File: config.mk
export PLATFORM = sky130hd
export DESIGN_NAME = mmu_fault_regs
export DESIGN_NICKNAME = d
export VERILOG_FILES = /design/src/rtl/mmu_fsr_pkg.sv /design/src/rtl/fsr_status_reg.sv /design/src/rtl/fsr_addr_reg.sv /design/src/rtl/fsr_tag_reg.sv /design/src/rtl/mmu_fault_regs.sv
export SDC_FILE = /design/constraint.sdc
export NUM_CORES = 1
export LEC_CHECK = 0
export BUFFER_PORTS_ARGS = -buffer_cell sky130_fd_sc_hd__buf_4
export CAP_MARGIN = 20
export CORE_ASPECT_RATIO = 0.6
export CORE_MARGIN = 1
export CORE_UTILIZATION = 45
export DETAILED_ROUTE_END_ITERATION = 8
export PLACE_DENSITY = 0.72
export SKIP_LAST_GASP = 1
export SLEW_MARGIN = 10
export SYNTH_ARGS = -nofsm -noshare
export SYNTH_HDL_FRONTEND = slang
export SYNTH_SLANG_ARGS = --single-unit
export TNS_END_PERCENT = 5
File: constraint.sdc
create_clock -name clk_i -period 3.3 [get_ports clk_i]
set_clock_uncertainty 0.15 [all_clocks]
set_input_delay 0.165 -clock clk_i [delete_from_list [all_inputs] [get_ports clk_i]]
set_output_delay 0.165 -clock clk_i [all_outputs]
set_load 0.02 [all_outputs]
File: src/rtl/mmu_fsr_pkg.sv
package mmu_fsr_pkg;
  localparam int unsigned CT_W   = 2;
  localparam int unsigned FT_W   = 7;
  localparam int unsigned ASI_W  = 8;
  localparam int unsigned CTX_W  = 13;
  localparam int unsigned STAT_W = 24;

  // status word bit positions
  localparam int unsigned POS_VLD = 0;
  localparam int unsigned POS_OVW = 1;
  localparam int unsigned POS_WR  = 2;
  localparam int unsigned POS_CT  = 4;
  localparam int unsigned POS_SE  = 6;
  localparam int unsigned POS_FT  = 7;
  localparam int unsigned POS_ASI = 16;

  typedef enum logic [1:0] {
    SEL_STAT = 2'd0,
    SEL_ADDR = 2'd1,
    SEL_TAG  = 2'd2,
    SEL_NONE = 2'd3
  } reg_sel_e;

  typedef struct packed {
    logic             wr;
    logic [CT_W-1:0]  ct;
    logic             se;
    logic [FT_W-1:0]  ft;
    logic [ASI_W-1:0] asi;
  } fault_attr_t;
endpackage

File: src/rtl/fsr_status_reg.sv
module fsr_status_reg
  import mmu_fsr_pkg::*;
(
  input  logic              clk_i,
  input  logic              rst_ni,
  input  logic              fault_i,
  input  fault_attr_t       attr_i,
  input  logic              clr_i,
  output logic [STAT_W-1:0] stat_o
);
  logic [STAT_W-1:0] stat_q, stat_d;

  always_comb begin
    stat_d = '0;
    stat_d[POS_VLD]               = 1'b1;
    stat_d[POS_OVW]               = stat_q[POS_VLD];
    stat_d[POS_WR]                = attr_i.wr;
    stat_d[POS_CT +: CT_W]        = attr_i.ct;
    stat_d[POS_SE]                = attr_i.se;
    stat_d[POS_FT +: FT_W]        = attr_i.ft;
    stat_d[POS_ASI +: ASI_W]      = attr_i.asi;
  end

  always_ff @(posedge clk_i or negedge rst_ni) begin
    if (!rst_ni)      stat_q <= '0;
    else if (fault_i) stat_q <= stat_d;
    else if (clr_i)   stat_q <= '0;
  end

  assign stat_o = stat_q;
endmodule

File: src/rtl/fsr_addr_reg.sv
module fsr_addr_reg #(
  parameter int unsigned VA_W = 64,
  parameter bit          EN   = 1'b1
) (
  input  logic            clk_i,
  input  logic            rst_ni,
  input  logic            fault_i,
  input  logic [VA_W-1:0] va_i,
  input  logic            clr_i,
  output logic [VA_W-1:0] addr_o
);
  generate
    if (EN) begin : g_addr
      logic [VA_W-1:0] addr_q;
      always_ff @(posedge clk_i or negedge rst_ni) begin
        if (!rst_ni)      addr_q <= '0;
        else if (fault_i) addr_q <= va_i;
        else if (clr_i)   addr_q <= '0;
      end
      assign addr_o = addr_q;
    end else begin : g_none
      assign addr_o = '0;
    end
  endgenerate
endmodule

File: src/rtl/fsr_tag_reg.sv
module fsr_tag_reg
  import mmu_fsr_pkg::*;
#(
  parameter int unsigned VA_W = 64
) (
  input  logic             clk_i,
  input  logic             rst_ni,
  input  logic             fault_i,
  input  logic [VA_W-1:0]  va_i,
  input  logic [CTX_W-1:0] ctx_i,
  input  logic             clr_i,
  output logic [VA_W-1:0]  tag_o
);
  logic [VA_W-1:0] tag_q;
  logic [VA_W-1:0] tag_d;

  assign tag_d = {va_i[VA_W-1:CTX_W], ctx_i};

  always_ff @(posedge clk_i or negedge rst_ni) begin
    if (!rst_ni)      tag_q <= '0;
    else if (fault_i) tag_q <= tag_d;
    else if (clr_i)   tag_q <= '0;
  end

  assign tag_o = tag_q;
endmodule

File: src/rtl/mmu_fault_regs.sv
module mmu_fault_regs
  import mmu_fsr_pkg::*;
#(
  parameter int unsigned VA_W      = 64,
  parameter bit          DATA_SIDE = 1'b1
) (
  input  logic             clk_i,
  input  logic             rst_ni,
  input  logic             fault_i,
  input  logic             fault_write_i,
  input  logic [CT_W-1:0]  fault_ctx_type_i,
  input  logic             fault_side_eff_i,
  input  logic [FT_W-1:0]  fault_type_i,
  input  logic [ASI_W-1:0] fault_asi_i,
  input  logic [VA_W-1:0]  fault_va_i,
  input  logic [CTX_W-1:0] fault_ctx_i,
  input  logic [1:0]       reg_sel_i,
  input  logic             reg_wr_i,
  input  logic [VA_W-1:0]  reg_wdata_i,
  output logic [VA_W-1:0]  reg_rdata_o
);
  localparam int unsigned PAD_W = VA_W - STAT_W;

  fault_attr_t       attr;
  logic              wr_zero;
  logic              clr_stat, clr_addr, clr_tag;
  logic [STAT_W-1:0] stat_q;
  logic [VA_W-1:0]   addr_q, tag_q;

  assign attr = '{wr: fault_write_i, ct: fault_ctx_type_i, se: fault_side_eff_i,
                  ft: fault_type_i, asi: fault_asi_i};

  // only an all-zero write acts
  assign wr_zero  = reg_wr_i && (reg_wdata_i == '0);
  assign clr_stat = wr_zero && (reg_sel_i == SEL_STAT);
  assign clr_addr = wr_zero && (reg_sel_i == SEL_ADDR);
  assign clr_tag  = wr_zero && (reg_sel_i == SEL_TAG);

  fsr_status_reg u_stat (
    .clk_i  (clk_i),
    .rst_ni (rst_ni),
    .fault_i(fault_i),
    .attr_i (attr),
    .clr_i  (clr_stat),
    .stat_o (stat_q)
  );

  fsr_addr_reg #(.VA_W(VA_W), .EN(DATA_SIDE)) u_addr (
    .clk_i  (clk_i),
    .rst_ni (rst_ni),
    .fault_i(fault_i),
    .va_i   (fault_va_i),
    .clr_i  (clr_addr),
    .addr_o (addr_q)
  );

  fsr_tag_reg #(.VA_W(VA_W)) u_tag (
    .clk_i  (clk_i),
    .rst_ni (rst_ni),
    .fault_i(fault_i),
    .va_i   (fault_va_i),
    .ctx_i  (fault_ctx_i),
    .clr_i  (clr_tag),
    .tag_o  (tag_q)
  );

  always_comb begin
    reg_rdata_o = '0;
    unique case (reg_sel_i)
      SEL_STAT: reg_rdata_o = {{PAD_W{1'b0}}, stat_q};
      SEL_ADDR: reg_rdata_o = addr_q;
      SEL_TAG:  reg_rdata_o = tag_q;
      default:  reg_rdata_o = '0;
    endcase
  end
endmodule

==> results_dict.tcl, run 1 <==
set metrics [dict create \
    endpoint_kind "output pin" \
    finalInstanceArea_um2 10600 \
    worstPathArrival_ns 1.94 \
    multi_input_area_um2 3240 \
    antenna_found_initial 1 \
    rsz0062_at_grt "false" \
    dpl.hpwl_um 13800 \
    clock-sinks 149 \
    synth_xor_area_frac 0 \
    slew_headroom 0.389 \
    power.leakage_nw 5.12 \
    power_switching_mw 1.40 \
    cap_violations 0 \
    post-place-ws_ns 1.02 \
    die_h_um 100 \
    ys_seq_elements 149 \
    synth_cell_types 18 \
    grt_max_degree 115 \
    finalPower_mw 4.92 \
    via_per_inst 5.67 \
    drive_gt1_frac 0.293 \
    clk_root_buffer_cell "clkbuf_16" \
    worst_slew_pin_slew_ns 0.917 \
    grt-ovfl-total 0 \
    setup_viol 0 \
    pwr-share-clk 0.373 \
    fin_util 0.683 \
    path_cells "buf_4, inv_1, nor2_4, buf_4, a22o_1, buf_4" \
    post-route-period-util 0.682 \
    htreeDepth 4 \
    syn_inst 645 \
    nets 1108 \
    syn_area_um2 7250 \
    yosys.area_share.adder 0 \
    p_seq_frac 0.429 \
    std_cell_rows 35 \
    pwr-share-comb 0.197 \
    yosysSeqAreaShare 0.514 \
    mostFrequentLayoutCells "buf_4 (239), mux2i_1 (169), a21oi_1 (149), dfrtp_1 (149), dlygate4sd3_1 (97)" \
    path_max_fanout 24 \
    syn_avg_cell_area_um2 11.2 \
    core_um2 15500 \
    synth.largest_area_cell "dfrtp_1" \
    power_density_nw_per_um2 463 \
    io_pins 230 \
    routed_wl_um 22400 \
    synthTopCellsByArea "dfrtp_1 (51%), mux2i_1 (23%), a21oi_1 (10%), a22o_1 (5.2%), clkbuf_1 (1.7%)" \
    slowest_stage "buf_4" \
    violations "DRC" \
    setup_ws_ns 1.05 \
    avgRoutedWirePerCell_um 19.3 \
    dieArea_um2 16600 \
    dieWidth_um 166 \
    drc 12 \
    switching_share 0.285 \
    final-seq-area_um2 3730 \
    cts_tree "built" \
    cts_made_buffers 17 \
    drtAntennaViolNets 0 \
    critPathKind "primary input to output pin" \
    status "complete, but fails checks" \
    synth_mux_area_frac 0.233 \
    fmax_mhz 444 \
    num-fill-cells 1126 \
    hold_path_class "primary input to flop" \
    area_delta_synth_final_pct 46.5 \
    synth-compound-area-share 0.169 \
    final.min_clock_period_ns 2.25 \
    p_int_mw 3.52 \
    slew_viol_final 0 \
    start_util 0.466 \
    synth-simple-area-share 0.0402 \
    cts.repair.resized 0 \
    track_usage 0.272 \
    grt_pass1_wl_um 35100 \
    clockBufferDepth 2 \
    first_pass_iters 7 \
    place_area_um2 9090 \
    place.port_buffers 229 \
    gp_congestion 0.807 \
    slowest_delay_ns 0.41 \
    hold_buffers 97 \
    clk_latency_ns 0.42 \
    worstSetupStartpointType "primary input" \
    vias 6571 \
    timing.setup.tns_ns 0 \
    ir_worst_vdd_uv 266 \
    grt_pass1_vias 7004 \
    yosys_warnings 0 \
    final_common_cell "buf_4" \
    clkTransAtPathRegs_ns 0.07 \
    syn_nets 811 \
    drtIter0Drc 383 \
    required_ns 2.98 \
    post-cts-setup-buffers 0 \
    final_hold_viol_count 0 \
    synth_top_cell_area_share 0.514 \
    synth_top_family_by_area "multiplexers" \
    cpMostUsedCell "buf_4" \
]
==> worst paths after layout <==
check,from,end,slack (ns),depth (start not counted)
worst min-delay path,fault_i,u_tag.tag_o[47],0.17,3
worst max-delay path,reg_sel_i[0],reg_rdata_o[24],1.05,6
worst min register to register,u_tag.tag_o[33],u_tag.tag_o[33],0.40,2
worst max register to register,u_addr.addr_o[15],u_addr.addr_o[15],2.36,2
max in group asynchronous,rst_ni,u_addr.addr_o[20],1.88,3
min in group asynchronous,rst_ni,u_tag.tag_o[17],0.24,2
==> critical path: cells and delay by family <==
kind / cells / cell delay, ns
AO/OA/AOI/OAI: 1 / 0.25
buffers and inverters: 4 / 1.12
AND/OR/NAND/NOR: 1 / 0.38
==> registers in the layout, indices dropped and copies added, names as in the netlist <==
| name | count |
|---|---|
| u_addr.addr_o | 64 |
| u_tag.tag_o | 64 |
| u_stat.stat_o | 21 |
==> per-stage QoR <==
stage	hold slack (ns)	instances
2_1_floorplan	-0.281	645
3_3_place_gp	0.125	1029
3_5_place_dp	0.150	1029
4_1_cts	0.159	1158
5_1_grt	0.180	1159
6_report	0.168	1159
==> power by group through the flow <==
stage | combinational (mW) | clock, mW | sequential [mW]
final | 0.971 | 1.84 | 2.11
after global routing | 1.04 | 1.95 | 2.13
after global placement | 0.843 | 0 | 2.13
after floorplan | 0.465 | 0 | 2.11
after detailed placement | 0.872 | 0 | 2.14
after CTS | 0.969 | 1.87 | 2.11
==> cell usage after synthesis <==
cell type  count
a22o_1        43
dfrtp_1      149
inv_1          2
nor4b_1        1
or4_1          1
buf_6          6
a21oi_1      149
nand2_1       23
clkbuf_1      33
buf_2         21
nand4_1        3
nor4_2         2
o21ai_0       21
mux2i_1      169
nor2_1         4
buf_1          2
nor4_4         2
nor4_1        14
==> layout make-up <==
class                   instances  area share
well taps                     203      0.0239
clock inverters                13      0.0106
inverters                       2    0.000707
diodes                          1    0.000236
repair buffers                340       0.266
multi-input cells             432       0.305
flip-flops and latches        149       0.351
clock buffers                  19      0.0417
==> metal layers <==
metal / up-vias / routed length [um] / GRT usage
met4: 0 / 198 / 0.0848
li1: 2987 / - / -
met2: 250 / 10800 / 0.463
met3: 22 / 1470 / 0.0666
met1: 3312 / 9920 / 0.346
met5: - / 0 / 0
==> kinds of logic (layout without fill, tap and decap cells) <==
kind of cell | count (synthesis) | count (layout)
compound gates | 213 | 213
buf+inv | 64 | 374
flops | 149 | 149
other cells | 0 | 1
simple gates | 50 | 50
mux | 169 | 169
Power figures use the tool's default switching activity.
==> inputs of run 2 (changes only) <==
--- a/config.mk
+++ b/config.mk
@@ -5,6 +5,7 @@
 export SDC_FILE = /design/constraint.sdc
 export NUM_CORES = 1
 export LEC_CHECK = 0
+export ABC_AREA = 1
 export BUFFER_PORTS_ARGS = -buffer_cell sky130_fd_sc_hd__buf_4
 export CAP_MARGIN = 20
 export CORE_ASPECT_RATIO = 0.6
==> constraint.sdc (replaced) <==
create_clock -name clk_i -period 2.3 [get_ports clk_i]
set_clock_uncertainty 0.15 [all_clocks]
set_input_delay 0.115 -clock clk_i [delete_from_list [all_inputs] [get_ports clk_i]]
set_output_delay 0.115 -clock clk_i [all_outputs]
set_load 0.02 [all_outputs]
==> run 2 against run 1 <==
The run now ends clean. Worst hold slack got worse by 0.093 ns. Clock power up 67%. Largest power group is now the clock network. Highest routed layer unchanged. Worst setup slack lost 0.32 ns. Critical path depth grew 1. Power is 50% higher. Largest cell class unchanged. Register-to-register slack got worse by 0.87 ns. Sequential share of layout area fell by 0.74 points. Routed wire length fell by 4.6%. Clock-buffer cell count increased by 1. Via count grew 1.9%. Critical endpoint is now reg_rdata_o[30].
==> results_dict.tcl, run 2 <==
set metrics [dict create \
    slowest_stage "buf_4" \
    yosys_warnings 0 \
    routed_wl_um 21300 \
    hold_path_class "primary input to async pin" \
    cap_violations 0 \
    dpl.hpwl_um 13400 \
    die_h_um 101 \
    multi_input_area_um2 3290 \
    pwr-share-clk 0.416 \
    post-cts-setup-buffers 0 \
    vias 6695 \
    rsz0062_at_grt "false" \
    via_per_inst 5.08 \
    synth.largest_area_cell "dfrtp_1" \
    syn_avg_cell_area_um2 9.25 \
    p_seq_frac 0.409 \
    synth_top_cell_area_share 0.507 \
    core_um2 15600 \
    cts.repair.resized 0 \
    synthTopCellsByArea "dfrtp_1 (51%), nand2_1 (17%), nand3_2 (16%), a22o_1 (5.1%), nand3_1 (3.3%)" \
    place.port_buffers 229 \
    io_pins 230 \
    num-fill-cells 1263 \
    yosys.area_share.adder 0 \
    endpoint_kind "output pin" \
    cpMostUsedCell "buf_4" \
    pwr-share-comb 0.175 \
    power_density_nw_per_um2 679 \
    stdcell_count 1319 \
    clk_root_buffer_cell "clkbuf_16" \
    synth-simple-area-share 0.395 \
    yosysSeqAreaShare 0.507 \
    nets 1269 \
    slowest_delay_ns 0.37 \
    timing.setup.tns_ns 0 \
    antenna_found_initial 0 \
    drtAntennaViolNets 0 \
    async_flop_share 1.00 \
    slew_viol_final 0 \
    clock-sinks 149 \
    fmax_mhz 636 \
    path_cells "buf_4, inv_1, nand2_1, inv_2, buf_4, a22o_1, buf_4" \
    final_hold_viol_count 0 \
    synth-compound-area-share 0.0512 \
    gp_congestion 0.758 \
    critPathKind "primary input to output pin" \
    syn_nets 961 \
    power_switching_mw 1.97 \
    setup_viol 0 \
    synth_cell_types 17 \
    synth_most_common_cell "nand2_1" \
    clkTransAtPathRegs_ns 0.07 \
    grt-ovfl-total 0 \
    drive_gt1_frac 0.365 \
    cts_tree "built" \
    syn_inst 795 \
    hold_buffers 98 \
    slew_headroom 0.504 \
    post-route-period-util 0.683 \
    hold_ws_ns 0.0749 \
    syn_area_um2 7350 \
    synth_top_family_by_area "simple AND/OR/NAND/NOR gates" \
    path_max_fanout 31 \
    dieArea_um2 16900 \
    area_delta_synth_final_pct 47.5 \
    start_util 0.470 \
    required_ns 2.04 \
    final.min_clock_period_ns 1.57 \
    clk_latency_ns 0.41 \
    synth_edf_count 0 \
    synth_common_cells "nand2_1 (326), dfrtp_1 (149), nand3_2 (120)" \
    synth_xor_area_frac 0 \
    worst-path-buf-inv 5 \
    diodes 0 \
    power.leakage_nw 5.58 \
    cts_made_buffers 17 \
    status "finished clean" \
    worst_slew_pin_slew_ns 0.744 \
    crit_family "buffers and inverters" \
    mostFrequentLayoutCells "nand2_1 (326), buf_4 (242), dfrtp_1 (149)" \
    final_common_cell "nand2_1" \
    switching_share 0.267 \
    final-seq-area_um2 3730 \
    regToRegSetupSlack_ns 1.49 \
    post-place-cells 1189 \
    dieWidth_um 167 \
    worstSetupStartpointType "primary input" \
    p_int_mw 5.40 \
    ys_seq_elements 149 \
    ir_worst_vdd_uv 383 \
    track_usage 0.264 \
    htreeDepth 4 \
    std_cell_rows 35 \
    grt_pass1_wl_um 35000 \
    grt_pass1_vias 6814 \
    worstPathArrival_ns 1.31 \
    synth-main-ff-cell "dfrtp_1" \
    clockBufferDepth 2 \
    grt_max_degree 98 \
    avgRoutedWirePerCell_um 16.2 \
    drtIter0Drc 351 \
    synth_mux_area_frac 0 \
    drc 0 \
    first_pass_iters 4 \
]
-- run 2: logic make-up after synthesis --
family | after synthesis
AND/OR/NAND/NOR | 543
flip-flops | 149
buffers and inverters | 60
AO/OA/AOI/OAI | 43
-- run 2: path summary, 6_finish.rpt --
path,endpoint,start,cells past startpoint
setup / recovery,reg_rdata_o[30],reg_sel_i[0],7
hold / removal,u_tag.tag_o[31],rst_ni,2
setup reg to reg,u_tag.tag_o[28],u_tag.tag_o[28],2
hold reg to reg,u_stat.stat_o[1],u_stat.stat_o[1],2
max in group asynchronous,u_stat.stat_o[0],rst_ni,3
min in group clk_i,u_stat.stat_o[0],reg_sel_i[0],6
-- run 2: area by class of cell --
type                    instances  area share
flip-flops and latches        149       0.344
multi-input cells             586       0.303
repair buffers                346       0.268
clock buffers                  20      0.0421
well taps                     203      0.0234
clock inverters                12      0.0178
inverters                       3     0.00150
-- run 2: metrics by stage --
stage | area [um^2] | util | setup WS (ns) | total power [mW]
after global routing | 10800 | 0.694 | 0.650 | 7.67
after floorplan | 7350 | - | 0.895 | 3.62
final | 10800 | 0.694 | 0.729 | 7.37
after global placement | 9220 | 0.590 | 0.498 | 4.18
after CTS | 10800 | 0.694 | 0.756 | 7.41
after detailed placement | 9220 | 0.590 | 0.444 | 4.21
-- run 2: power by group through the flow --
stage / clock network [mW] / registers [mW] / logic (mW)
after floorplan: 0 / 3.02 / 0.598
after global placement: 0 / 3.05 / 1.13
after detailed placement: 0 / 3.06 / 1.15
after CTS: 3.11 / 3.01 / 1.29
after global routing: 3.22 / 3.04 / 1.40
final: 3.07 / 3.01 / 1.29
-- run 2: layer usage --
layer / GRT usage / share of wire / wire length, um
met5: 0 / 0 / 0
met1: 0.363 / 0.47 / 9970
met2: 0.429 / 0.46 / 9780
met3: 0.0565 / 0.064 / 1370
met4: 0.0627 / 0.011 / 225
==> inputs of run 3 (changes only) <==
--- a/config.mk
+++ b/config.mk
@@ -12,7 +12,7 @@
 export CORE_MARGIN = 1
 export CORE_UTILIZATION = 45
 export DETAILED_ROUTE_END_ITERATION = 8
-export PLACE_DENSITY = 0.72
+export PLACE_DENSITY = 0.75
 export SKIP_LAST_GASP = 1
 export SLEW_MARGIN = 10
 export SYNTH_ARGS = -nofsm -noshare
==> constraint.sdc (replaced) <==
create_clock -name clk_i -period 1.3 [get_ports clk_i]
set_clock_uncertainty 0.15 [all_clocks]
set_input_delay 0.065 -clock clk_i [delete_from_list [all_inputs] [get_ports clk_i]]
set_output_delay 0.065 -clock clk_i [all_outputs]
set_load 0.02 [all_outputs]
==> run 3 against run 2 <==
The run now ends with hold timing, setup timing left. First-iteration DRC count increased by 46%. Worst hold slack got worse by 0.14 ns. Critical path depth decreased by 5. Routed wire length increased by 6.6%. Final cell count increased by 3.9%.
==> results_dict.tcl, run 3 (synthesis results as in run 2) <==
set metrics [dict create \
    vias 7023 \
    slew_viol_final 0 \
    nets 1319 \
    grt_max_degree 59 \
    gr-usage-met1 0.360 \
    drtIter0Drc 512 \
    status "complete, but fails checks" \
    slew_headroom 0.793 \
    cts_made_buffers 17 \
    met2_usage 0.473 \
    busiest_layer "met2" \
    final_common_cell "nand2_1" \
    die_h_um 101 \
    worst_slew_pin_slew_ns 0.311 \
    start_util 0.470 \
    setup_viol 64 \
    violations "hold timing, setup timing" \
    clkTransAtPathRegs_ns 0.07 \
    finalPower_mw 13.1 \
    clk_latency_ns 0.41 \
    area_delta_synth_final_pct 54.7 \
    worstReg2RegStart "u_addr.addr_o[53]" \
    met3_usage 0.0534 \
    critPathKind "flop to output pin" \
    avgRoutedWirePerCell_um 16.6 \
    required_ns 1.09 \
    dieArea_um2 16900 \
    cts_tree "built" \
    drive_gt1_frac 0.393 \
    worstSetupStartpointType "flop" \
    via_per_inst 5.13 \
    hold_path_class "primary input to async pin" \
    crit_family "flip-flops" \
    drtAntennaViolNets 0 \
    post-route-period-util 1.10 \
    gp_congestion 0.797 \
    cap_violations 0 \
    first_pass_iters 5 \
    reg2reg_to "u_addr.addr_o[53]" \
    final_hold_viol_count 26 \
    ir_worst_vdd_uv 806 \
    place.port_buffers 229 \
    clk_root_buffer_cell "clkbuf_16" \
    worst-r2r-cell-count 4 \
    std_cell_rows 35 \
    grt-ovfl-total 0 \
    rsz0062_at_grt "true" \
    clock-sinks 149 \
    power.leakage_nw 5.88 \
    path_max_fanout 2 \
    dpl.hpwl_um 14100 \
    hold_ws_ns -0.0618 \
    slowest_stage "dfrtp_1" \
    power_density_nw_per_um2 1160 \
    regToRegSetupSlack_ns 0.27 \
    post-place-ws_ns -0.318 \
    slowest_delay_ns 0.40 \
    htreeDepth 4 \
    grt_pass1_vias 7117 \
    routed_wl_um 22700 \
    worstPathArrival_ns 1.21 \
    track_usage 0.276 \
    clockBufferDepth 2 \
    endpoint_kind "output pin" \
    hold_buffers 98 \
    core_um2 15600 \
    final.min_clock_period_ns 1.43 \
    grt_pass1_wl_um 36200 \
    worst-path-buf-inv 1 \
    setup_ws_ns -0.127 \
    io_pins 230 \
    antenna_found_initial 2 \
    fmax_mhz 701 \
    dieWidth_um 167 \
    drc 0 \
    path_cells "a22o_1, buf_4" \
    mostFrequentLayoutCells "nand2_1 (325), buf_4 (272), dfrtp_1 (149)" \
]
-- run 3: cell count changes in the layout (fill, tap and decap cells not counted), sizes merged --
cell	before	now
buf	248	298
clkbuf	20	18
diode	0	2
clkinv	2	3
clkinvlp	2	1
inv	7	8
-- run 3: how the worst max path moves through the flow --
stage | from | endpoint | slack (ns) | cells after the start
after floorplan | reg_wdata_i[1] | u_addr.addr_o[29] | -0.05 | 8
after global placement | reg_wdata_i[39] | u_addr.addr_o[31] | -0.31 | 10
after detailed placement | reg_wdata_i[39] | u_addr.addr_o[35] | -0.32 | 10
after CTS | u_addr.addr_o[62] | reg_rdata_o[62] | -0.12 | 2
after global routing | u_addr.addr_o[48] | reg_rdata_o[48] | -0.16 | 2
final | u_tag.tag_o[31] | reg_rdata_o[31] | -0.13 | 2
-- run 3: metrics by stage --
| step | util | cell area, um^2 | cells | TNS, ns |
|---|---|---|---|---|
| after detailed placement | 0.601 | 9400 | 1196 | -43.34 |
| after CTS | 0.722 | 11300 | 1360 | -5.89 |
| after global placement | 0.601 | 9400 | 1196 | -42.68 |
| after global routing | 0.727 | 11400 | 1370 | -9.78 |
| final | 0.727 | 11400 | 1370 | -5.35 |
| after floorplan | - | 7350 | 795 | -6.49 |
-- run 3: final cells by class --
| cell class | count | area (um^2) |
|---|---|---|
| clock buffer | 18 | 429 |
| antenna | 2 | 5.00 |
| tap | 203 | 254 |
| clock inverter | 13 | 194 |
| timing repair buffer | 396 | 3450 |
| multi-input combinational | 586 | 3300 |
| sequential | 149 | 3730 |
| inverter | 3 | 16.3 |
| fill | 1165 | 4260 |
-- run 3: metal layers --
metal,vias up,routed length [um]
met4,0,306
met1,3376,10100
li1,3350,-
met5,-,0
met2,270,10900
met3,27,1410
-- run 3: power by group --
group	internal, mW	switching (mW)	total (mW)
Sequential	5.05	0.272	5.32
Combinational	1.35	1.22	2.57
Clock	3.24	2.01	5.25
Total	9.63	3.51	13.1
-- run 3: timing repair --
item | CTS | global route
setup endpoints to repair | 64 | 175
endpoints found under the hold margin | 296 | 26
resized for setup | 8 | 4
cloned | 0 | 0
pin swaps | 15 | 3
buffers inserted | 35 | 8
